$ cat src/rtl/pbd_pkg.sv
package pbd_pkg;
  localparam int PBD_BYTE_W = 8;
  localparam int PBD_INK_W  = 4;
  localparam int PBD_SLOTS  = 8;
  localparam int PBD_SLOT_W = $clog2(PBD_SLOTS);

  typedef enum logic [1:0] {
    PBD_MODE_WIDE = 2'd0,
    PBD_MODE_MID  = 2'd1,
    PBD_MODE_FINE = 2'd2,
    PBD_MODE_RSVD = 2'd3
  } pbd_mode_e;

  // Gather the ink of one slot from the interleaved byte.
  function automatic logic [PBD_INK_W-1:0] pbd_pick(
    input logic [PBD_BYTE_W-1:0] b,
    input pbd_mode_e             m,
    input logic [PBD_SLOT_W-1:0] s
  );
    logic [2:0] p0;
    logic [2:0] p1;
    logic [PBD_INK_W-1:0] r;
    p0 = {2'b00, s[2]};
    p1 = {1'b0, s[2:1]};
    case (m)
      PBD_MODE_WIDE: r = {b[3'd1 - p0], b[3'd5 - p0], b[3'd3 - p0], b[3'd7 - p0]};
      PBD_MODE_MID:  r = {2'b00, b[3'd3 - p1], b[3'd7 - p1]};
      default:       r = {3'b000, b[3'd7 - s]};
    endcase
    return r;
  endfunction
endpackage

$ cat src/rtl/pbd_slot_ctr.sv
module pbd_slot_ctr
  import pbd_pkg::*;
(
  input  logic                  clk,
  input  logic                  rst_n,
  input  logic                  active,
  output logic                  byte_req,
  output logic                  disp_on,
  output logic [PBD_SLOT_W-1:0] disp_slot
);
  logic [PBD_SLOT_W-1:0] fetch_cnt;

  assign byte_req = active && (fetch_cnt == '0);

  always_ff @(posedge clk) begin
    if (!rst_n) begin
      fetch_cnt <= '0;
      disp_on   <= 1'b0;
      disp_slot <= '0;
    end else begin
      disp_on   <= active;
      disp_slot <= fetch_cnt;
      fetch_cnt <= active ? fetch_cnt + PBD_SLOT_W'(1) : '0;
    end
  end
endmodule

$ cat src/rtl/pbd_byte_latch.sv
module pbd_byte_latch
  import pbd_pkg::*;
(
  input  logic                  clk,
  input  logic                  rst_n,
  input  logic                  load,
  input  logic [PBD_BYTE_W-1:0] byte_in,
  input  logic [1:0]            mode_in,
  output logic [PBD_BYTE_W-1:0] byte_q,
  output pbd_mode_e             mode_q
);
  always_ff @(posedge clk) begin
    if (!rst_n) begin
      byte_q <= '0;
      mode_q <= PBD_MODE_MID;
    end else if (load) begin
      byte_q <= byte_in;
      mode_q <= pbd_mode_e'(mode_in);
    end
  end
endmodule

$ cat src/rtl/pbd_pixel_sel.sv
module pbd_pixel_sel
  import pbd_pkg::*;
(
  input  logic [PBD_BYTE_W-1:0] byte_q,
  input  pbd_mode_e             mode_q,
  input  logic                  disp_on,
  input  logic [PBD_SLOT_W-1:0] disp_slot,
  output logic [PBD_INK_W-1:0]  ink,
  output logic                  border
);
  logic [PBD_INK_W-1:0] ink_tab [PBD_SLOTS];

  for (genvar g = 0; g < PBD_SLOTS; g++) begin : g_slot
    assign ink_tab[g] = pbd_pick(byte_q, mode_q, PBD_SLOT_W'(g));
  end

  assign ink    = disp_on ? ink_tab[disp_slot] : '0;
  assign border = !disp_on;
endmodule

$ cat src/rtl/pixel_byte_decoder.sv
module pixel_byte_decoder
  import pbd_pkg::*;
(
  input  logic                  clk,
  input  logic                  rst_n,
  input  logic                  active,
  input  logic [PBD_BYTE_W-1:0] byte_in,
  input  logic [1:0]            mode_in,
  output logic                  byte_req,
  output logic [PBD_INK_W-1:0]  ink_out,
  output logic                  border_out
);
  logic                  disp_on;
  logic [PBD_SLOT_W-1:0] disp_slot;
  logic [PBD_BYTE_W-1:0] byte_q;
  pbd_mode_e             mode_q;

  pbd_slot_ctr u_ctr (
    .clk       (clk),
    .rst_n     (rst_n),
    .active    (active),
    .byte_req  (byte_req),
    .disp_on   (disp_on),
    .disp_slot (disp_slot)
  );

  pbd_byte_latch u_latch (
    .clk     (clk),
    .rst_n   (rst_n),
    .load    (byte_req),
    .byte_in (byte_in),
    .mode_in (mode_in),
    .byte_q  (byte_q),
    .mode_q  (mode_q)
  );

  pbd_pixel_sel u_sel (
    .byte_q    (byte_q),
    .mode_q    (mode_q),
    .disp_on   (disp_on),
    .disp_slot (disp_slot),
    .ink       (ink_out),
    .border    (border_out)
  );
endmodule

$ cat config.mk
export PLATFORM = sky130hd
export DESIGN_NAME = pixel_byte_decoder
export DESIGN_NICKNAME = d
export VERILOG_FILES = /design/src/rtl/pbd_pkg.sv /design/src/rtl/pbd_slot_ctr.sv /design/src/rtl/pbd_byte_latch.sv /design/src/rtl/pbd_pixel_sel.sv /design/src/rtl/pixel_byte_decoder.sv
export SDC_FILE = /design/constraint.sdc
export NUM_CORES = 1
export LEC_CHECK = 0
export ABC_CLOCK_PERIOD_IN_PS = 2200
export BUFFER_PORTS_ARGS = -buffer_cell sky130_fd_sc_hd__buf_2
export CAP_MARGIN = 15
export CORE_MARGIN = 3
export CORE_UTILIZATION = 51
export CTS_CLUSTER_DIAMETER = 100
export CTS_CLUSTER_SIZE = 8
export DETAILED_ROUTE_END_ITERATION = 12
export HOLD_SLACK_MARGIN = 0.12
export PLACE_DENSITY_LB_ADDON = 0.08
export SLEW_MARGIN = 20
export SYNTH_ARGS = -nofsm -noshare
export SYNTH_HDL_FRONTEND = slang
export SYNTH_SLANG_ARGS = --single-unit
$ cat constraint.sdc
create_clock -name clk -period 2.2 [get_ports clk]
set_clock_uncertainty 0.2 [all_clocks]
set_input_delay 0.33 -clock clk [delete_from_list [all_inputs] [get_ports clk]]
set_output_delay 0.33 -clock clk [all_outputs]
set_load 0.005 [all_outputs]
==> results.cfg <==
[worst_hold_path]
hp-class = in2reg
worstHoldStart = rst_n

[sta]
final.setup.tns_ns = 0
period_share = 0.9672
setup_viol = 0
drv_slew = 0
worstMarginPinSlew_ns = 0.2763
fin_crit_ns = 2.128
hold_viol_final = 0
rsz0062_at_grt = false
fmax_ghz = 0.4700
slew_headroom = 0.8156
hold_slack_ns = 0.1280

[clock_tree]
cts_max_path_buffers = 2
path_clk_slew_ns = 0.10
h-tree-depth = 1
insertion_delay_ns = 0.28
cts_buffers = 3
clockRootBuffer = clkbuf_4
clock-sinks = 17
cts_tree = yes
post-cts-setup-buffers = 0

[layout]
syn2layout_area_growth_pct = 27.72
drive_gt1_frac = 0.2240
nFillCells = 117
fin_nets = 141
n_antenna_cell = 0

[die]
std_cell_rows = 13
die_w_um = 46.03
design.die.area_um2 = 2118
initial_core_util = 0.5841
fp.dieH_um = 46.03
core_region_area_um2 = 1399
ios = 19

[worst_setup_path]
worstPathArrival_ns = 1.60
crit-reg2reg-launch = u_ctr.fetch_cnt[0]
path_cells = mux4_2 > nand2_1 > nand3_1 > o311a_1 > buf_2
cp_max_fo = 6
crit_buf_inv = 1
endpoint_kind = output port
crit_start = u_ctr.disp_slot[1]
cpMaxStageDelayCell = mux4_2
crit_family = multiplexers
cp.required_ns = 1.67
crit_path_start_kind = flip-flop
critPathKind = reg2out
slowest_delay_ns = 0.50

[grt]
grt_pass1_vias = 606
grt_overflow = 0
grt_max_degree = 16
track_usage = 0.1831
antenna_found_initial = 0
grt_pass1_wl_um = 2753

[routing]
drcViolationCount = 0
drtAntennaViolNets = 0
drt_wl_total_um = 1676
dr.pass1.iters = 4
routedWlPerCell_um = 11.97
vias_per_cell = 5.079
vias = 711
drt_first_iter_violations = 9

[logic_synthesis]
synthArstFlopShare = 0
netlist.area_leader.share = 0.4165
ys_seq_area_frac = 0.4165
synth_seq_cells = 17
syn_nets = 111
synthCells = 96
synthTopCellsByArea = dfxtp_1 42%, nand2_1 11%, a21boi_1 8.3%
ys.flop_type = dfxtp_1
yosysTopAreaCell = dfxtp_1
syn_avg_cell_area_um2 = 8.511
ys_warn_count = 0
netlist-cell-type-count = 26
synth_edf_count = 0
syn-cell-area_um2 = 817.0

[power]
clkPwrFrac = 0.276
peakVddDrop_mv = 0.3409
p_per_area_nw_per_um2 = 570.2
seq_power_share = 0.574
switching_share = 0.2514
p_int_w = 0.0004454
p_leak_nw = 0.4624
p_sw_w = 0.0001496
power_frac_comb = 0.150

[status]
status = complete, no violations

[place]
numPortBuffers = 18
gp_congestion = 0.8855
dpl.hpwl_um = 1179

[run]
cap_violations = 0
worst paths after layout:
| kind | to | slack [ns] | depth (start not counted) |
|---|---|---|---|
| max reg2reg | u_latch.byte_q[2] | 0.71 | 8 |
| max | ink_out[0] | 0.07 | 5 |
| min reg2reg | u_ctr.fetch_cnt[0] | 0.27 | 1 |
| min | u_latch.mode_q[0] | 0.13 | 2 |
cells in the final DEF, fill, tap and decap left out, types with 2 or more instances in the layout:
cell and n:
nand2_1 25, buf_2 18, dfxtp_1 15, dlygate4sd3_1 11, a21boi_1 9, mux2i_1 6
nor2_1 5, inv_1 4, nor3_1 3, nand3_1 3, and2_1 3, clkbuf_4 3
nand2b_1 2, ha_1 2, buf_4 2, dfxtp_2 2
synthesized netlist by cell type, types with 2 or more instances:
library cell  number
nand2_1           25
dfxtp_1           17
a21boi_1           9
mux2i_1            6
nor2_1             5
inv_1              4
and2_1             3
nand3_1            3
nor3_1             3
buf_2              2
clkbuf_1           2
ha_1               2
nand2b_1           2
through the flow:
step	utilization	setup WS (ns)	cells	power [W]	cell area, um^2
2_1_floorplan	-	0.5297	96	0.0003934	817.0
3_3_place_gp	0.6467	0.3337	125	0.0004200	904.6
3_5_place_dp	0.6467	0.2837	125	0.0004225	904.6
4_1_cts	0.7451	0.05111	140	0.0006009	1042
5_1_grt	0.7460	0.002672	140	0.0006301	1044
6_report	0.7460	0.07222	140	0.0005950	1044
sequential cells by signal, summed over array words and instances (netlist names):
name	count
u_latch.byte_q	8
u_ctr.fetch_cnt	3
u_ctr.disp_on	1
u_latch.mode_q	2
u_ctr.disp_slot	3
power by group through the flow:
| stage | Clock [W] | Combinational, W | Sequential [W] |
|---|---|---|---|
| global route | 0.000185 | 0.000101 | 0.000344 |
| detailed placement | 0 | 0.0000742 | 0.000348 |
| global placement | 0 | 0.0000722 | 0.000348 |
| finish | 0.000164 | 0.0000894 | 0.000342 |
| floorplan | 0 | 0.0000532 | 0.000340 |
| CTS | 0.000171 | 0.0000890 | 0.000341 |
area by class of cell:
| type | instances | area (um^2) | share of cell area |
|---|---|---|---|
| clock buffers | 4 | 26.28 | 0.02518 |
| inverters | 5 | 18.77 | 0.01799 |
| multi-input cells | 68 | 421.7 | 0.4041 |
| flip-flops and latches | 17 | 342.8 | 0.3285 |
| well taps | 15 | 18.77 | 0.01799 |
| repair buffers | 31 | 215.2 | 0.2062 |
kinds of logic after synthesis:
| group | share of synthesized area |
|---|---|
| buffers and inverters | 0.06738 |
| AO/OA/AOI/OAI | 0.1317 |
| multiplexers | 0.1149 |
| AND/OR/NAND/NOR | 0.2282 |
| flip-flops | 0.4165 |
| adder cells (fa/ha/maj) | 0.03062 |
| XOR/XNOR | 0.01072 |
routing by layer:
| metal | up-vias | wire length (um) | track usage |
|---|---|---|---|
| li1 | 379 | - | - |
| met3 | 4 | 85 | 0.03953 |
| met5 | - | 0 | 0 |
| met4 | 0 | 19 | 0.06818 |
| met2 | 23 | 736 | 0.2720 |
| met1 | 305 | 834 | 0.2566 |
what timing repair did:
item,in CTS,in global routing
hold buffers,11,0
endpoints found under the hold margin,12,0
setup endpoints to repair,1,1
gates resized for setup,1,1
Power figures use the tool's default switching activity.
